$ cat src/rtl/ovsf_pkg.sv
package ovsf_pkg;
  localparam int unsigned LOG_W = 4;
  localparam int unsigned IDX_W = 9;

  typedef enum logic [1:0] {
    OP_QUERY   = 2'd0,
    OP_ASSIGN  = 2'd1,
    OP_RELEASE = 2'd2,
    OP_BAD     = 2'd3
  } ovsf_op_e;

  // True when one code sits on the root path of the other (or they are equal).
  function automatic logic on_root_path(input logic [LOG_W-1:0] la, input logic [IDX_W-1:0] ka,
                                        input logic [LOG_W-1:0] lb, input logic [IDX_W-1:0] kb);
    logic [IDX_W-1:0] trimmed;
    if (la <= lb) begin
      trimmed = kb >> (lb - la);
      return trimmed == ka;
    end
    trimmed = ka >> (la - lb);
    return trimmed == kb;
  endfunction

  // A code is well formed when its depth is supported and its index fits the depth.
  function automatic logic code_ok(input logic [LOG_W-1:0] l, input logic [IDX_W-1:0] k,
                                   input logic [LOG_W-1:0] max_log);
    logic [IDX_W-1:0] upper;
    upper = k >> l;
    return (l <= max_log) && (upper == '0);
  endfunction
endpackage

$ cat src/rtl/ovsf_pair_cmp.sv
module ovsf_pair_cmp
  import ovsf_pkg::*;
(
  input  logic [LOG_W-1:0] ent_log,
  input  logic [IDX_W-1:0] ent_idx,
  input  logic [LOG_W-1:0] req_log,
  input  logic [IDX_W-1:0] req_idx,
  output logic             same_path,
  output logic             same_code
);
  assign same_path = on_root_path(ent_log, ent_idx, req_log, req_idx);
  assign same_code = (ent_log == req_log) && (ent_idx == req_idx);
endmodule

$ cat src/rtl/ovsf_first_set.sv
module ovsf_first_set #(
  parameter int unsigned N = 8,
  localparam int unsigned W = (N > 1) ? $clog2(N) : 1
) (
  input  logic [N-1:0] bits,
  output logic         found,
  output logic [W-1:0] pos
);
  assign found = |bits;

  always_comb begin
    pos = '0;
    for (int i = N - 1; i >= 0; i--) begin
      if (bits[i]) pos = W'(i);
    end
  end
endmodule

$ cat src/rtl/ovsf_tree_guard.sv
module ovsf_tree_guard
  import ovsf_pkg::*;
#(
  parameter int unsigned DEPTH   = 8,
  parameter int unsigned MAX_LOG = 9,
  localparam int unsigned SLOT_W = (DEPTH > 1) ? $clog2(DEPTH) : 1,
  localparam int unsigned CNT_W  = $clog2(DEPTH + 1)
) (
  input  logic              clk,
  input  logic              rst_n,
  input  logic              req_valid,
  output logic              req_ready,
  input  logic [1:0]        req_op,
  input  logic [LOG_W-1:0]  req_log_sf,
  input  logic [IDX_W-1:0]  req_idx,
  output logic              rsp_valid,
  output logic              rsp_grant,
  output logic              rsp_conflict,
  output logic              rsp_full,
  output logic              rsp_error,
  output logic [SLOT_W-1:0] rsp_slot
);
  // Table storage
  logic [DEPTH-1:0] vld_vec;
  logic [LOG_W-1:0] ent_log [DEPTH];
  logic [IDX_W-1:0] ent_idx [DEPTH];
  logic [CNT_W-1:0] occ_cnt;

  // Parallel comparison against every slot
  logic [DEPTH-1:0] path_vec, code_vec, conf_vec, match_vec;

  for (genvar g = 0; g < DEPTH; g++) begin : g_slot
    ovsf_pair_cmp u_cmp (
      .ent_log   (ent_log[g]),
      .ent_idx   (ent_idx[g]),
      .req_log   (req_log_sf),
      .req_idx   (req_idx),
      .same_path (path_vec[g]),
      .same_code (code_vec[g])
    );
    assign conf_vec[g]  = vld_vec[g] & path_vec[g];
    assign match_vec[g] = vld_vec[g] & code_vec[g];
  end

  logic              conf_found, free_found, match_found;
  logic [SLOT_W-1:0] conf_pos, free_pos, match_pos;

  ovsf_first_set #(.N(DEPTH)) u_pick_conf (.bits(conf_vec),  .found(conf_found),  .pos(conf_pos));
  ovsf_first_set #(.N(DEPTH)) u_pick_free (.bits(~vld_vec),  .found(free_found),  .pos(free_pos));
  ovsf_first_set #(.N(DEPTH)) u_pick_hit  (.bits(match_vec), .found(match_found), .pos(match_pos));

  // Named internal events
  ovsf_op_e op;
  logic     accept, req_legal, ev_assign_ok, ev_release_ok;

  assign req_ready     = 1'b1;
  assign op            = ovsf_op_e'(req_op);
  assign accept        = req_valid && req_ready;
  assign req_legal     = (op != OP_BAD) && code_ok(req_log_sf, req_idx, LOG_W'(MAX_LOG));
  assign ev_assign_ok  = accept && req_legal && (op == OP_ASSIGN) && !conf_found && free_found;
  assign ev_release_ok = accept && req_legal && (op == OP_RELEASE) && match_found;

  // Outcome decision
  logic              nx_grant, nx_conflict, nx_full, nx_error;
  logic [SLOT_W-1:0] nx_slot;

  always_comb begin
    nx_grant    = 1'b0;
    nx_conflict = 1'b0;
    nx_full     = 1'b0;
    nx_error    = 1'b0;
    nx_slot     = '0;
    if (!req_legal) begin
      nx_error = 1'b1;
    end else begin
      case (op)
        OP_QUERY, OP_ASSIGN: begin
          if (conf_found) begin
            nx_conflict = 1'b1;
            nx_slot     = conf_pos;
          end else if (op == OP_ASSIGN && !free_found) begin
            nx_full = 1'b1;
          end else begin
            nx_grant = 1'b1;
            nx_slot  = (op == OP_ASSIGN) ? free_pos : '0;
          end
        end
        OP_RELEASE: begin
          if (match_found) begin
            nx_grant = 1'b1;
            nx_slot  = match_pos;
          end else begin
            nx_error = 1'b1;
          end
        end
        default: nx_error = 1'b1;
      endcase
    end
  end

  // Valid flags and occupancy
  always_ff @(posedge clk or negedge rst_n) begin
    if (!rst_n) begin
      vld_vec <= '0;
      occ_cnt <= '0;
    end else if (ev_assign_ok) begin
      vld_vec[free_pos] <= 1'b1;
      occ_cnt           <= occ_cnt + 1'b1;
    end else if (ev_release_ok) begin
      vld_vec[match_pos] <= 1'b0;
      occ_cnt            <= occ_cnt - 1'b1;
    end
  end

  // Code payload (qualified by the valid flags)
  always_ff @(posedge clk) begin
    if (ev_assign_ok) begin
      ent_log[free_pos] <= req_log_sf;
      ent_idx[free_pos] <= req_idx;
    end
  end

  // Registered response
  always_ff @(posedge clk or negedge rst_n) begin
    if (!rst_n) begin
      rsp_valid    <= 1'b0;
      rsp_grant    <= 1'b0;
      rsp_conflict <= 1'b0;
      rsp_full     <= 1'b0;
      rsp_error    <= 1'b0;
      rsp_slot     <= '0;
    end else begin
      rsp_valid    <= accept;
      rsp_grant    <= accept && nx_grant;
      rsp_conflict <= accept && nx_conflict;
      rsp_full     <= accept && nx_full;
      rsp_error    <= accept && nx_error;
      rsp_slot     <= accept ? nx_slot : '0;
    end
  end
endmodule

$ cat config.mk
export PLATFORM = sky130hd
export DESIGN_NAME = ovsf_tree_guard
export DESIGN_NICKNAME = d
export VERILOG_FILES = /design/src/rtl/ovsf_pkg.sv /design/src/rtl/ovsf_pair_cmp.sv /design/src/rtl/ovsf_first_set.sv /design/src/rtl/ovsf_tree_guard.sv
export SDC_FILE = /design/constraint.sdc
export NUM_CORES = 1
export LEC_CHECK = 0
export ABC_AREA = 1
export CAP_MARGIN = 20
export CORE_ASPECT_RATIO = 0.75
export CORE_MARGIN = 2
export CORE_UTILIZATION = 62
export CTS_CLUSTER_DIAMETER = 150
export DETAILED_ROUTE_END_ITERATION = 10
export PLACE_DENSITY = 0.79
export RECOVER_POWER = 25
export REMOVE_ABC_BUFFERS = 1
export SLEW_MARGIN = 20
export SYNTH_ARGS = -nofsm -noshare
export SYNTH_HDL_FRONTEND = slang
export SYNTH_SLANG_ARGS = --single-unit
$ cat constraint.sdc
create_clock -name clk -period 11 [get_ports clk]
set_input_delay 2.2 -clock clk [delete_from_list [all_inputs] [get_ports clk]]
set_output_delay 2.2 -clock clk [all_outputs]
set_load 0.02 [all_outputs]
After elaboration in Yosys (flattened, before gate mapping)
Memory sizes are Yosys's and may differ from the RTL's.
Cells that the tools add are included.
{"block": "classes", "eq_ne": 35, "n_bitwise": 20, "shift": 17, "reduce_logical": 32, "add_sub_neg": 16, "n_lt_le_gt_ge": 13, "muxes": 78}
{"op": "$eq 9x9->1", "count": 24}
{"op": "$shr 9x4->9", "count": 17}
{"op": "$mux 3", "count": 30}
{"op": "$sub 4x4->4", "count": 16}
{"op": "$mux 1", "count": 41}
{"op": "$eq 4x4->1", "count": 8}
{"op": "$le 4x4->1", "count": 8}
{"op": "$reduce_or 8->1", "count": 3}
{"op": "$logic_and 1x1->1", "count": 23}
{"op": "$and 1x1->1", "count": 16}
{"op": "$mux 8", "count": 2}
{"op": "$not 8->8", "count": 2}
{"op": "$logic_not 9->1", "count": 1}
{"op": "$and 8x8->8", "count": 1}
{"op": "$lt 3x4->1 const B", "count": 2}
{"op": "$or 8x8->8", "count": 1}
{"op": "$demux 1 s3", "count": 2}
{"op": "$ge 3x1->1 const B", "count": 2}
{"op": "$pmux 3 s2", "count": 1}
{"op": "$le 4x4->1 const B", "count": 1}
{"op": "$pmux 1 s2", "count": 2}
{"op": "$eq 2x1->1 const B", "count": 1}
{"op": "$eq 2x2->1 const B", "count": 1}
{"op": "$logic_not 1->1", "count": 2}
{"op": "other kinds (4)", "count": 4}
{"block": "word_totals", "word_cells": 220, "mem_count": 2, "ram_bits": 104, "ff_bits": 16}
{"name": "ent_idx", "words": 8, "word_bits": 9, "read_ports": 8, "rd_ports_with_merged_regs": 0, "wr": 1, "line_no": "ovsf_tree_guard.sv:26", "rtl": "logic [IDX_W-1:0] ent_idx [DEPTH];"}
{"name": "ent_log", "words": 8, "word_bits": 4, "read_ports": 8, "rd_ports_with_merged_regs": 0, "wr": 1, "line_no": "ovsf_tree_guard.sv:25", "rtl": "logic [LOG_W-1:0] ent_log [DEPTH];"}

Logic depth before layout (Yosys ltp)
An unclocked memory read counts as a cell.
{"block": "depth", "word_depth": 20, "mapped_depth": 28, "ltp_nobuf": 28}

By module
From an unflattened synthesis, not the netlist that was laid out.
{"block": "unflattened", "cells_unflattened": 2603, "hier_area_um2": 16029.1}
{"mod": "ovsf_pair_cmp (g_slot[0].u_cmp ...)", "cells_each": 278, "area_per_inst_um2": 1416.4, "n_inst": 4}
{"mod": "ovsf_tree_guard", "cells_each": 302, "area_per_inst_um2": 4311.6, "n_inst": 1}
{"mod": "ovsf_pair_cmp (g_slot[4].u_cmp)", "cells_each": 291, "area_per_inst_um2": 1516.5, "n_inst": 1}
{"mod": "ovsf_pair_cmp (g_slot[7].u_cmp)", "cells_each": 278, "area_per_inst_um2": 1428.9, "n_inst": 1}
{"mod": "ovsf_pair_cmp (g_slot[6].u_cmp)", "cells_each": 276, "area_per_inst_um2": 1411.4, "n_inst": 1}
{"mod": "ovsf_pair_cmp (g_slot[5].u_cmp)", "cells_each": 278, "area_per_inst_um2": 1398.8, "n_inst": 1}
{"mod": "ovsf_first_set", "cells_each": 22, "area_per_inst_um2": 98.8, "n_inst": 3}

Least setup slack after synthesis
OpenSTA, ideal clock, no wires.
{"block": "synth_path", "kind": "input-to-reg", "from": "in req_log_sf[0]", "to": "mem ent_idx[6][0] (enable)", "arrival_ns": 5.407, "stages": 23, "setup_time_ns": 0.382, "setup_slack_ns": 5.210, "cell_sequence": "inv_1 > ha_1 > inv_1 > fa_1 > inv_1 > clkbuf_1 > mux2i_1 > nand2_1 > nand2_1 > nand2_1 > o21ai_0 > nand2_1 > nand2_1 > nor2_1 > nand3_1 > nand2_1 > nand2_1 > nand2_1 > nor2_4 > nand2_4 > nor2_8 > nand2_1 > nor2_1"}
{"block": "synth_between", "elab_chain_cells": 12}
{"item": "start: declaration", "line_no": "ovsf_tree_guard.sv:14", "rtl": "input logic [LOG_W-1:0] req_log_sf,"}
{"item": "$sub 4x4->4", "line_no": "ovsf_pkg.sv:17", "rtl": "trimmed = kb >> (lb - la);"}
{"item": "$shr 9x4->9", "line_no": "ovsf_pkg.sv:17"}
{"item": "$eq 9x9->1", "line_no": "ovsf_pkg.sv:18", "rtl": "return trimmed == ka;"}
{"item": "$mux 1", "line_no": "ovsf_pkg.sv:16", "rtl": "if (la <= lb) begin"}
{"item": "$mux 1", "line_no": "ovsf_pkg.sv:20", "rtl": "trimmed = ka >> (la - lb);"}
{"item": "$and 1x1->1", "line_no": "ovsf_tree_guard.sv:41", "rtl": "assign conf_vec[g] = vld_vec[g] & path_vec[g];"}
{"item": "$reduce_or 8->1", "line_no": "ovsf_first_set.sv:9", "rtl": "assign found = |bits;"}
{"item": "$logic_not 1->1", "line_no": "ovsf_tree_guard.sv:60", "rtl": "assign ev_assign_ok = accept && req_legal && (op == OP_ASSIGN) && !conf_found && free_found;"}
{"item": "$logic_and 1x1->1 (*) (2 in series)", "line_no": "ovsf_tree_guard.sv:60"}
{"item": "$mux 1 (*)", "line_no": "ovsf_tree_guard.sv:117", "rtl": "if (ev_assign_ok) begin"}
{"item": "$mux 1 (implied by the code) (*)", "line_no": "ovsf_tree_guard.sv:119", "rtl": "ent_idx[free_pos] <= req_idx;"}
{"item": "end: declaration", "line_no": "ovsf_tree_guard.sv:26"}
Every way passes the cells marked *; elsewhere a longest branch is shown, timed or not. The select of a mux whose other input is x is not followed.

Worst setup path in the final report
{"block": "layout_path", "from": "in req_log_sf[1]", "to": "mem ent_log[4][2] (enable)"}
{"block": "layout_between", "elab_chain_cells": 12}
{"item": "$sub 4x4->4", "line_no": "ovsf_pkg.sv:17"}
{"item": "$shr 9x4->9", "line_no": "ovsf_pkg.sv:17"}
{"item": "$eq 9x9->1", "line_no": "ovsf_pkg.sv:18"}
{"item": "$mux 1", "line_no": "ovsf_pkg.sv:16"}
{"item": "$mux 1", "line_no": "ovsf_pkg.sv:20"}
{"item": "$and 1x1->1", "line_no": "ovsf_tree_guard.sv:41"}
{"item": "$reduce_or 8->1", "line_no": "ovsf_first_set.sv:9"}
{"item": "$logic_not 1->1", "line_no": "ovsf_tree_guard.sv:60"}
{"item": "$logic_and 1x1->1 (*) (2 in series)", "line_no": "ovsf_tree_guard.sv:60"}
{"item": "$mux 1 (*)", "line_no": "ovsf_tree_guard.sv:117"}
{"item": "$mux 1 (implied by the code) (*)", "line_no": "ovsf_tree_guard.sv:118", "rtl": "ent_log[free_pos] <= req_log_sf;"}
{"item": "end: declaration", "line_no": "ovsf_tree_guard.sv:25"}
Marks and branches as above.

==> impl_results.md <==
- Delay-heaviest family, CP: buffers and inverters
- H-tree levels: 4
- Number of library cell types mapped by synthesis: 57
- Crit path cell chain: buf_2 > clkbuf_1 > inv_1 > buf_4 > fa_1 > inv_1 > a21oi_1 > o21ai_0 > nand2_1 > nand2_1 > nand3_1 > nand3_1 > nand2_1 > nor2_1 > nand2_1 > nand2_1 > nand3_1 > o21ai_2 > nor2_4 > nand2_4 > nor2_8 > nand2_1 > nor2_2
- Number of synthesized register bits: 120
- Slew Limit Fails: 159
- LEAKAGE: 7.51 nW
- Die ar.: 0.0258 sq mm
- Number of DRC markers in iteration 0: 2072
- Area of the core: 0.0240 sq mm
- DR pass1 iterations: 6
- Skew final: 0.0111 ns
- Nets: 2452
- CP max FO: 26
- Slowest cell delay on critical path: 1.46 ns
- Ant. Diodes: 0
- Die W: 185 um
- Worst-Margin Slew: 2.72 ns
- Final setup fails: 0
- Slew HR: -81.4%
- # Post-CTS Setup Buffers: 0
- Hold wc startpoint: vld_vec[0]
- Final worst path period need: 8.37 ns
- Post-synthesis mux area share: 0.264%
- Placer's final routability congestion estimate: 0.981
- Layout Utilization: 65.6%
- Post-cts sizing count: 0
- Hold endpoint: vld_vec[0]
- Data required, critical path: 11.06 ns
- Synth warnings: 0
- Largest net degree at the start of global routing: 42
- IO Count: 27
- Reg clk slew, reported paths: 0.06 ns
- Final hold violation count: 0
- Sequential share of the synthesized area: 23.2%
- Skew-Pair Late Insertion Delay: 0.43 ns
- Status: complete, but fails checks
- Grt ovf: 0
- Non-filler cells in the finished layout: 2706
- Sum of buffers and inverters on the critical path: 5
- R2R Path Start: ent_log[4][0]
- I/O Buffers: 25
- Initial Utilization: 63.2%
- WL final: 47900 um
- Post-synth EDFFs: 104
- Crit Path Class: in2reg
- Synth Area in Simple Gates: 42.8%
- Fill cells: 2180
- Critical Path End Type: flip-flop
- Worst hold path type: reg2reg
- CTS root buffer: clkbuf_16
- Row count: 49
- Clock sink total: 120
- R2r endpoint: ent_log[4][2]
- DR vias/cell: 5.95
- Worst Setup Start Kind: input port
- Crit path top cell by count: nand2_1
- Setup TNS: 0 ns
- DP HPWL: 32400 um
- CTS Hold Bufs: 0
- Vias: 16100
- Slowest cell on the critical path: clkbuf_1
- Vias in the first global route: 14200
- Adder-cell share of the synthesized area: 6.72%
- Share of layout cells above drive strength 1: 5.35%
- Max clock buf depth: 2
- CTS tree: built
- DRC errors left: 0
- Max Cap Violations: 6
- Worst R2R Setup Slack: 6.67 ns
- Cts bufs inserted: 17
- Hold path depth: 2
- Worst ir drop on vdd: 0.112 mV
- Arrival time worst endpoint: 8.43 ns
- Post-synth ARST share: 13.3%
- Initial antenna violation count: 0
- First-pass GRT wire length: 76000 um
- Layout area overhead: 3.81%
- R2r worst-path depth: 20
- Highest clock rate: 119 MHz
- Pwr Density: 97.0 mW/mm^2
- Antenna Nets Post-Route: 0
- Pwr Total: 1.53 mW
- Failing checks: capacitance limit, slew limit
- Largest family of logic cells by synthesized area: simple AND/OR/NAND/NOR gates
- XOR/XNOR Fraction of Synth Area: 6.25%
- Part of the cycle the worst path needs: 76.1%
- Post-synthesis cell area: 0.0152 sq mm
- Global Route Usage Sum: 37.6%
- Prevailing post-synth register cell: edfxtp_1
- WL per Instance: 17.7 um
- Die Ht: 140 um
- Dpl cells: 2673
- Mapped Cells: 2407
- Avg Synthesized Cell Area: 6.31 sq um
- Synth Area in Compound Gates: 9.79%
- RSZ-0062 raised after global routing: false
==> per-stage QoR <==
| step | hold slack [ns] | cell area, sq um | setup WS [ns] |
|---|---|---|---|
| 5_1_grt | 0.665 | 15800 | 2.15 |
| 3_3_place_gp | 0.603 | 15200 | 3.57 |
| 6_report | 0.630 | 15800 | 2.63 |
| 4_1_cts | 0.625 | 15800 | 3.90 |
| 2_1_floorplan | 0.537 | 14400 | 5.22 |
| 3_5_place_dp | 0.618 | 15200 | 3.48 |
==> where the power goes <==
| group | total [mW] | switching [mW] | internal, mW |
|---|---|---|---|
| combinational | 0.481 | 0.335 | 0.146 |
| sequential | 0.501 | 0.00327 | 0.498 |
| clock | 0.547 | 0.215 | 0.332 |
==> routing by layer <==
metal	track usage [%]	share of wire, %	routed length [um]
met5	0	0	0
met4	12.9	3.3	1580
met3	7.35	12	5920
met2	56.3	42	20300
met1	54.3	42	20200
==> worst max-delay path by stage <==
| stage | slack (ns) | start | cells past startpoint | to |
|---|---|---|---|---|
| 2_1_floorplan | 5.22 | req_log_sf[1] | 18 | ent_idx[6][0] |
| 3_3_place_gp | 3.57 | req_log_sf[2] | 21 | ent_idx[7][6] |
| 3_5_place_dp | 3.48 | req_log_sf[0] | 23 | ent_idx[4][6] |
| 4_1_cts | 3.90 | req_log_sf[0] | 23 | ent_log[4][1] |
| 5_1_grt | 2.15 | req_log_sf[1] | 21 | ent_log[6][1] |
| 6_report | 2.63 | req_log_sf[1] | 23 | ent_log[4][2] |
==> tightest hold or removal path, stage by stage, from the launching register on <==
cell,delay [ns]
dfrtp_1,0.45
inv_1,0.08
a21oi_1,0.06
==> placed cells by master (no fill, tap or decap), types with 9 or more instances in the layout <==
cell type / Yosys / routed
a21oi_1: 42 / 42
buf_4: 33 / 12
clkbuf_1: 3 / 14
clkbuf_16: 0 / 17
clkdlybuf4s50_1: 0 / 14
dfrtp_1: 16 / 16
edfxtp_1: 104 / 104
fa_1: 16 / 16
ha_1: 56 / 56
inv_1: 224 / 224
inv_2: 17 / 17
nand2_1: 891 / 891
nand2_2: 13 / 13
nand3_1: 318 / 318
nand3b_1: 12 / 12
nand4_1: 54 / 54
nor2_1: 164 / 161
nor3_1: 16 / 16
nor4_1: 15 / 15
o211ai_1: 45 / 45
o21ai_0: 127 / 127
o21ai_1: 26 / 26
o22ai_1: 9 / 9
xor2_1: 47 / 47
xor2_2: 11 / 11
==> cell type report <==
cell class              count  area [sq um]  area share (%)
clock buffers              20           437            2.77
clock inverters            12           128           0.810
inverters                 245           920            5.83
multi-input cells        1931         10000            63.5
flip-flops and latches    120          3520            22.4
well taps                 331           414            2.63
repair buffers             47           337            2.14
==> cell usage after synthesis, types with 2 or more instances <==
cell	number	area, sq um
xnor2_2	3	48.8
o21ai_0	127	636
xor2_2	11	179
nand3b_1	12	90.1
nor3_1	16	80.1
a21oi_1	42	210
nor2_4	3	33.8
xor2_4	4	110
nor4_1	15	93.8
ha_1	56	701
nor2_1	164	616
or2_1	2	12.5
buf_4	33	248
mux2i_1	4	40.0
nor2_2	4	25.0
nand2_1	891	3340
o21ai_1	26	130
clkinv_1	4	15.0
inv_2	17	63.8
edfxtp_1	104	3120
or2_2	3	18.8
xnor2_4	5	138
nand4_1	54	338
nand3_1	318	1590
fa_1	16	320
a21oi_2	3	26.3
buf_6	18	203
o211ai_1	45	338
o22ai_1	9	56.3
xor2_1	47	412
buf_1	2	7.51
xnor2_1	7	61.3
buf_2	55	275
and2_1	6	37.5
inv_1	224	841
clkbuf_1	3	11.3
nand2_2	13	81.3
nand3_2	5	50.1
nor3b_1	2	15.0
nor3_2	2	20.0
dfrtp_1	16	400
==> registers in the layout, indices dropped and copies added, names as in the netlist <==
name,flops
ent_idx,72
ent_log,32
vld_vec,8
rsp_slot,3
rsp_conflict,1
rsp_error,1
rsp_full,1
rsp_grant,1
rsp_valid,1
==> logic make-up (layout without fill, tap and decap cells) <==
| logic type | after synthesis | after routing |
|---|---|---|
| compound gates | 263 | 263 |
| xor+xnor | 77 | 77 |
| fa+ha+maj | 72 | 72 |
| buf+inv | 356 | 324 |
| flops | 120 | 120 |
| mux | 4 | 4 |
| other cells | 1 | 1 |
| simple gates | 1514 | 1514 |
Power figures use the tool's default switching activity.
